## src/rtl/rxinit_pkg.sv

```systemverilog
package rxinit_pkg;

    typedef enum logic [3:0] {
        ST_IDLE,
        ST_PLL_HOLD,
        ST_PLL_WAIT,
        ST_PA_WAIT,
        ST_FIFO_RST,
        ST_FIFO_GAP,
        ST_BSLIP_RST,
        ST_ALIGN,
        ST_READY
    } seq_state_e;

    typedef struct packed {
        logic pll_rst;
        logic pa_rst;
        logic fifo_rst;
        logic bslip_rst;
        logic align_go;
        logic link_ready;
    } seq_ctrl_t;

    // Whole cycles covering a duration, never less than one.
    function automatic int unsigned ns_to_cycles(input int unsigned ns,
                                                 input int unsigned period);
        int unsigned c;
        c = (ns + period - 1) / period;
        return (c == 0) ? 1 : c;
    endfunction

    function automatic int unsigned max_u(input int unsigned a, input int unsigned b);
        return (a > b) ? a : b;
    endfunction

    // States in which a dropped PLL lock forces the sequence back to the hold.
    function automatic logic lock_watched(input seq_state_e s);
        return (s == ST_PA_WAIT) || (s == ST_FIFO_RST) || (s == ST_FIFO_GAP) ||
               (s == ST_BSLIP_RST) || (s == ST_ALIGN) || (s == ST_READY);
    endfunction

endpackage

```

## src/rtl/rxinit_lock_filter.sv

```systemverilog
module rxinit_lock_filter #(
    parameter int unsigned STABLE_CYC = 8
) (
    input  logic clk,
    input  logic rst,
    input  logic clr_i,
    input  logic lock_i,
    output logic stable_o
);
    localparam int unsigned CW = $clog2(STABLE_CYC + 1);
    localparam logic [CW-1:0] TARGET = CW'(STABLE_CYC);

    logic [CW-1:0] run_q;

    always_ff @(posedge clk) begin
        if (rst || clr_i || !lock_i) begin
            run_q <= '0;
        end else if (run_q != TARGET) begin
            run_q <= run_q + CW'(1);
        end
    end

    assign stable_o = (run_q == TARGET);

    // a qualified lock implies the lock input was high at the last edge
    assert_stable_needs_lock_R4: assert property (@(posedge clk) disable iff (rst)
        stable_o |-> $past(lock_i));

endmodule

```

## src/rtl/rxinit_dwell_timer.sv

```systemverilog
module rxinit_dwell_timer #(
    parameter int unsigned MAXV = 4
) (
    input  logic clk,
    input  logic rst,
    input  logic clear_i,
    output logic [$clog2(MAXV+1)-1:0] count_o
);
    localparam int unsigned W = $clog2(MAXV + 1);
    localparam logic [W-1:0] TOP = W'(MAXV);

    logic [W-1:0] cnt_q;

    always_ff @(posedge clk) begin
        if (rst || clear_i) begin
            cnt_q <= '0;
        end else if (cnt_q != TOP) begin
            cnt_q <= cnt_q + W'(1);
        end
    end

    assign count_o = cnt_q;

endmodule

```

## src/rtl/rxinit_out_decode.sv

```systemverilog
module rxinit_out_decode
    import rxinit_pkg::*;
(
    input  seq_state_e state_i,
    input  logic       aligned_i,
    output seq_ctrl_t  ctrl_o
);
    always_comb begin
        ctrl_o = '0;
        case (state_i)
            ST_IDLE, ST_PLL_HOLD: begin
                ctrl_o.pll_rst = 1'b1;
                ctrl_o.pa_rst  = 1'b1;
            end
            ST_PLL_WAIT: ctrl_o.pa_rst = 1'b1;
            ST_PA_WAIT:  ctrl_o.pa_rst = !aligned_i;
            ST_FIFO_RST: begin
                ctrl_o.pa_rst   = !aligned_i;
                ctrl_o.fifo_rst = 1'b1;
            end
            ST_FIFO_GAP: ctrl_o.pa_rst = !aligned_i;
            ST_BSLIP_RST: begin
                ctrl_o.pa_rst    = !aligned_i;
                ctrl_o.bslip_rst = 1'b1;
            end
            ST_ALIGN: begin
                ctrl_o.pa_rst   = !aligned_i;
                ctrl_o.align_go = 1'b1;
            end
            ST_READY: begin
                ctrl_o.pa_rst     = !aligned_i;
                ctrl_o.link_ready = 1'b1;
            end
            default: begin
                ctrl_o.pll_rst = 1'b1;
                ctrl_o.pa_rst  = 1'b1;
            end
        endcase
    end
endmodule

```

## src/rtl/rx_bringup_seq.sv

```systemverilog
module rx_bringup_seq
    import rxinit_pkg::*;
#(
    parameter int unsigned CLK_PERIOD_NS   = 20,
    parameter int unsigned PLL_RST_MIN_NS  = 10,
    parameter int unsigned LOCK_STABLE_CYC = 8,
    parameter int unsigned FIFO_RST_CYC    = 1,
    parameter int unsigned FIFO_GAP_CYC    = 2,
    parameter int unsigned BSLIP_RST_CYC   = 1
) (
    input  logic clk,
    input  logic rst,
    input  logic start_req_i,
    input  logic mode_aligned_i,
    input  logic pll_locked_i,
    input  logic pa_locked_i,
    input  logic align_done_i,
    output logic pll_rst_o,
    output logic pa_rst_o,
    output logic fifo_rst_o,
    output logic bslip_rst_o,
    output logic align_go_o,
    output logic link_ready_o
);
    localparam int unsigned HOLD_CYC  = ns_to_cycles(PLL_RST_MIN_NS, CLK_PERIOD_NS);
    localparam int unsigned FIFO_EFF  = max_u(FIFO_RST_CYC, 1);
    localparam int unsigned GAP_EFF   = max_u(FIFO_GAP_CYC, 2);
    localparam int unsigned BSLIP_EFF = max_u(BSLIP_RST_CYC, 1);
    localparam int unsigned TMAX      = max_u(max_u(HOLD_CYC, FIFO_EFF),
                                              max_u(GAP_EFF, BSLIP_EFF));
    localparam int unsigned TW        = $clog2(TMAX + 1);

    seq_state_e    state_q, state_d;
    logic          mode_q;
    logic          lock_ok;
    logic          restart, lock_lost, timer_clear, dwell_done;
    logic [TW-1:0] dwell, lim;
    seq_ctrl_t     ctrl;

    rxinit_lock_filter #(.STABLE_CYC(LOCK_STABLE_CYC)) u_lock (
        .clk      (clk),
        .rst      (rst),
        .clr_i    (ctrl.pll_rst),
        .lock_i   (pll_locked_i),
        .stable_o (lock_ok)
    );

    rxinit_dwell_timer #(.MAXV(TMAX)) u_timer (
        .clk     (clk),
        .rst     (rst),
        .clear_i (timer_clear),
        .count_o (dwell)
    );

    rxinit_out_decode u_dec (
        .state_i   (state_q),
        .aligned_i (mode_q),
        .ctrl_o    (ctrl)
    );

    // Dwell length of each timed state
    always_comb begin
        case (state_q)
            ST_PLL_HOLD:  lim = TW'(HOLD_CYC);
            ST_FIFO_RST:  lim = TW'(FIFO_EFF);
            ST_FIFO_GAP:  lim = TW'(GAP_EFF);
            ST_BSLIP_RST: lim = TW'(BSLIP_EFF);
            default:      lim = TW'(1);
        endcase
    end

    assign dwell_done = (dwell == (lim - TW'(1)));
    assign restart    = start_req_i;
    assign lock_lost  = lock_watched(state_q) && !pll_locked_i;

    always_comb begin
        state_d = state_q;
        if (restart || lock_lost) begin
            state_d = ST_PLL_HOLD;
        end else begin
            case (state_q)
                ST_IDLE:      state_d = ST_IDLE;
                ST_PLL_HOLD:  if (dwell_done) state_d = ST_PLL_WAIT;
                ST_PLL_WAIT:  if (lock_ok) state_d = mode_q ? ST_PA_WAIT : ST_BSLIP_RST;
                ST_PA_WAIT:   if (pa_locked_i) state_d = ST_FIFO_RST;
                ST_FIFO_RST:  if (dwell_done) state_d = ST_FIFO_GAP;
                ST_FIFO_GAP:  if (dwell_done) state_d = ST_BSLIP_RST;
                ST_BSLIP_RST: if (dwell_done) state_d = ST_ALIGN;
                ST_ALIGN:     if (align_done_i) state_d = ST_READY;
                ST_READY:     state_d = ST_READY;
                default:      state_d = ST_IDLE;
            endcase
        end
    end

    assign timer_clear = (state_d != state_q) || restart || lock_lost;

    always_ff @(posedge clk) begin
        if (rst) begin
            state_q <= ST_IDLE;
            mode_q  <= 1'b0;
        end else begin
            state_q <= state_d;
            if (start_req_i) mode_q <= mode_aligned_i;
        end
    end

    assign pll_rst_o    = ctrl.pll_rst;
    assign pa_rst_o     = ctrl.pa_rst;
    assign fifo_rst_o   = ctrl.fifo_rst;
    assign bslip_rst_o  = ctrl.bslip_rst;
    assign align_go_o   = ctrl.align_go;
    assign link_ready_o = ctrl.link_ready;

    // Checker state: length of the current PLL reset run
    logic [TW-1:0] hold_run;
    always_ff @(posedge clk) begin
        if (rst || !pll_rst_o) hold_run <= '0;
        else if (hold_run != TW'(TMAX)) hold_run <= hold_run + TW'(1);
    end

    assert_pll_hold_width_R3: assert property (@(posedge clk) disable iff (rst)
        $fell(pll_rst_o) |-> (hold_run >= TW'(HOLD_CYC)));

    assert_start_resets_R2: assert property (@(posedge clk) disable iff (rst)
        start_req_i |=> (pll_rst_o && pa_rst_o && !link_ready_o && !align_go_o));

    assert_pa_release_after_lock_R4: assert property (@(posedge clk) disable iff (rst)
        $fell(pa_rst_o) |-> ($past(pll_locked_i) && !pll_rst_o));

    assert_fifo_after_pa_R5: assert property (@(posedge clk) disable iff (rst)
        fifo_rst_o |-> (!pa_rst_o && !pll_rst_o));

    assert_gap_before_bslip_R6: assert property (@(posedge clk) disable iff (rst)
        $rose(bslip_rst_o) |-> (!$past(fifo_rst_o, 1) && !$past(fifo_rst_o, 2)));

    assert_bslip_then_go_R8: assert property (@(posedge clk) disable iff (rst)
        $rose(align_go_o) |-> $past(bslip_rst_o));

    assert_ready_needs_done_R9: assert property (@(posedge clk) disable iff (rst)
        $rose(link_ready_o) |-> ($past(align_done_i) && $past(align_go_o)));

    assert_lock_loss_restart_R10: assert property (@(posedge clk) disable iff (rst)
        ((fifo_rst_o || align_go_o || link_ready_o) && !pll_locked_i) |=> pll_rst_o);

    assert_single_stage_R1: assert property (@(posedge clk) disable iff (rst)
        $onehot0({fifo_rst_o, bslip_rst_o, align_go_o, link_ready_o}));

endmodule

```

## config.mk

```make
export PLATFORM = sky130hd
export DESIGN_NAME = rx_bringup_seq
export DESIGN_NICKNAME = d
export VERILOG_FILES = /design/src/rtl/rxinit_pkg.sv /design/src/rtl/rxinit_lock_filter.sv /design/src/rtl/rxinit_dwell_timer.sv /design/src/rtl/rxinit_out_decode.sv /design/src/rtl/rx_bringup_seq.sv
export SDC_FILE = /design/constraint.sdc
export NUM_CORES = 1
export LEC_CHECK = 0
export ABC_AREA = 1
export CAP_MARGIN = 30
export CORE_UTILIZATION = 47
export DETAILED_ROUTE_END_ITERATION = 6
export PLACE_DENSITY = 0.81
export SYNTH_ARGS = -nofsm -noshare
export SYNTH_HDL_FRONTEND = slang
export SYNTH_HIERARCHICAL = 1
export SYNTH_SLANG_ARGS = --single-unit
```

## constraint.sdc

```tcl
create_clock -name clk -period 1.7 [get_ports clk]
set_input_delay 0.34 -clock clk [delete_from_list [all_inputs] [get_ports clk]]
set_output_delay 0.34 -clock clk [all_outputs]
set_load 0.05 [all_outputs]
```

==> implementation parameters <==
Parameter                              Value

Outcome
  Result of the run    complete, but fails checks
  Violations in the final reports    negative setup slack

Clocking
  Clock Latency Late Sink    0.26 ns
  TritonCTS clock tree    built
  Root cell of the clock tree    clkbuf_4
  Clk sinks    11
  H-Tree Depth    1
  Clock-pin transition on the worst setup and hold timing paths    0.07 ns
  Bufs on Longest Clock Path    2
  TritonCTS buffer count    3
  Quantity of hold-fixing buffers added after cts    0

Cells and area
  Fraction of layout cells with a size suffix above 1    39.6%
  Fin area    1270 sq um
  Final core area utilization    74.2%
  Filler-free cell count of the finished design    194
  Antenna diode instance count    0
  Area used by multi-input combinational logic    606 sq um
  Layout-stage area growth over the synthesis result    49.0%
  Number of nets in the final layout    180
  Area of all sequential standard cells    235 sq um
  # fillers    122

STA
  Final period util    101%
  Min cycle time layout    1.71 ns
  Final count of hold timing violations    0
  Number of max-slew violations in the final report    0
  Worst-margin pin slew    0.280 ns
  Setup clock skew after layout    0.00362 ns
  Final worst setup slack    -0.0121 ns
  Setup Viol. Count Final    1
  Unrepaired setup endpoints after global routing    yes
  FMAX    584 MHz
  Tightest slew margin relative to the limit    81.2%

Synthesis
  EDFF count, synth    0
  Fraction of registers with async set/reset    0%
  Top-count cell post-synth    nand2_1
  Number of distinct library cells after synthesis    21
  Top cell types by occurrence after synthesis    nand2_1 (35), nor2_1 (24), inv_1 (18)
  Post-synthesis cell area    851 sq um
  Synthesized instance count    141
  Cell types occupying the most area after synthesis    dfxtp_1 (26%), nand2_1 (15%), nor2_1 (11%)
  Avg Synthesized Cell Area    6.03 sq um
  Number of synthesized register bits    11
  Part of the Yosys area used for sequential elements    25.9%
  Cell type with the highest aggregate area in the netlist    dfxtp_1
  Prevailing post-synth register cell    dfxtp_1
  Area share of the largest cell type after synthesis    25.9%
  Number of warnings printed during yosys synthesis    6
  Synthesized net count    151

Pwr
  Worst vdd rail ir drop    0.466 mV
  Static leakage    0.579 nW
  Switching Fraction    28.2%
  Clk pwr share    31.3%
  Internal power    0.404 mW
  Overall power after layout    0.562 mW
  Power per cell area    444 nW/um^2
  Combinational cell fraction of total power    20.5%
  Sequential share of power    48.3%
  Switching power of the nets    0.158 mW

Worst setup path
  Endpoint type of the worst setup path    register
  Max FO, Critical Path    2
  Critical path required time    1.91 ns
  Type of the worst setup path    reg -> reg
  CP Data Arrival Time    1.92 ns
  Startpoint type of the worst setup path    register

Worst hold path
  Type of the tightest min-delay check    reg -> reg

Global route
  Antenna violations before repair    0
  First-pass GRT wire length    3430 um
  Remaining Overflow, GRT    0
  Number of global-route vias before repair    894
  Largest net degree at the start of global routing    9
  Overall routing resource usage    23.1%

Floorplanning
  Width of the die    44.5 um
  Area of the die    1980 sq um
  Placeable core region    1710 sq um
  Number of ports placed on the die boundary    13
  Die height    44.5 um
  Initial standard-cell utilization of the core    49.8%
  Number of core rows    15

Drt
  Count of vias placed by the detailed router    992
  Violation count after the first detailed-route iteration    52
  Ratio of routed vias to standard cells    5.11
  Remaining DRCs    0
  Sum of routed wire length over all layers    2150 um
  Antenna Violating Nets Remaining    0
  Drt pass-1 iters    4
  Average wire per cell in the routed design    11.1 um

Placement
  Port-buffer cells    12
  Worst Setup Slack post-DPL    -0.112 ns
  Gp weighted congestion    0.949
  Cell count after placement    189
  Dpl hpwl    1560 um
  Post-Place Cell Area    1150 sq um

Run
  Max-capacitance violation count    0
==> layer usage <==
metal,part of all wire (%),track usage (%),vias to the layer above
met2,50,39.7,40
met4,1.8,9.70,0
met3,6.4,5.31,6
met1,42,27.4,452
met5,0,0,-
li1,-,-,494
==> metrics by stage <==
step                      hold slack (ns)  setup TNS, ns
final                               0.513        -0.0121
after global routing                0.553         -0.312
after floorplan                     0.409              0
after detailed placement            0.480         -0.223
after CTS                           0.503              0
after global placement              0.473         -0.167
==> power groups by stage <==
stage               sequential [mW]  combinational (mW)  clock [mW]
CTS                           0.273               0.111       0.184
floorplan                     0.279              0.0623           0
finish                        0.271               0.115       0.176
detailed placement            0.278               0.109           0
global route                  0.273               0.128       0.202
global placement              0.278               0.105           0
==> timing repair <==
| action | in CTS | in global routing |
|---|---|---|
| endpoints found under the setup margin | 5 | 5 |
| resized for setup | 8 | 20 |
| pin swaps | 5 | 10 |
| buffers inserted | 0 | 1 |
| hold endpoints to repair | 0 | 0 |
==> cell usage in the layout (no fill, tap or decap) <==
master           Yosys  layout
a211oi_1             1       1
a21oi_1              3       2
a21oi_2              0       1
buf_12               0       6
buf_4                0      12
clkbuf_1             0       1
clkbuf_4             0       3
clkdlybuf4s50_1      0       6
clkinv_2             1       1
dfxtp_1             11       5
dfxtp_2              0       3
dfxtp_4              0       3
ha_1                 3       2
ha_4                 0       1
inv_1               18      13
inv_2                7      12
nand2_1             35      33
nand2_2              5       7
nand2_4              1       1
nand3_1             10       7
nand3_2              3       5
nand3_4              0       1
nand3b_1             1       1
nand4_1              2       2
nor2_1              24      22
nor2_2               5       4
nor2_4               1       4
nor3_1               6       4
nor3_2               0       2
nor3_4               1       1
o21ai_0              2       2
xnor2_1              1       1
==> cell families after synthesis <==
kind of cell             count (synthesis)  synth area share (%)
flip-flops                              11                  25.9
buffers and inverters                   26                  11.6
AND/OR/NAND/NOR                         94                  53.2
AO/OA/AOI/OAI                            6                  3.82
adder cells (fa/ha/maj)                  3                  4.41
XOR/XNOR                                 1                  1.03
==> worst max-delay path: stages (launching register included) <==
cell and delay [ns]:
dfxtp_2 0.33, inv_2 0.07, ha_4 0.14, nand3_4 0.06, inv_2 0.06, inv_2 0.04, nor2_4 0.11, nand3_2 0.08
nand3_2 0.08, nand3_2 0.08, nand2_1 0.08, nand3_1 0.07, nor2_1 0.11, nand2_1 0.10, nor2_4 0.13, nand2_1 0.05
nor2_1 0.09
==> flip-flops by register name, summed over array words and instances, names as in the netlist <==
name	cells
u_timer/count_o	2
state_q	4
mode_q	1
u_lock/run_q	4
==> final timing paths <==
kind | startpoint | slack [ns] | cells past startpoint | end
worst max-delay path | u_lock/run_q[1] | -0.01 | 16 | u_timer/count_o[1]
worst min-delay path | u_timer/count_o[1] | 0.51 | 2 | u_timer/count_o[1]
worst min register to register | u_timer/count_o[1] | 0.51 | 2 | u_timer/count_o[1]
worst max register to register | u_lock/run_q[1] | -0.01 | 16 | u_timer/count_o[1]
==> layout make-up <==
cell class | count | area share, %
tap | 25 | 2.47
timing repair buffer | 24 | 21.3
clock buffer | 4 | 2.07
multi-input combinational | 104 | 47.8
inverter | 26 | 7.80
sequential | 11 | 18.6
Note: power is estimated with default switching activity, not from simulation.
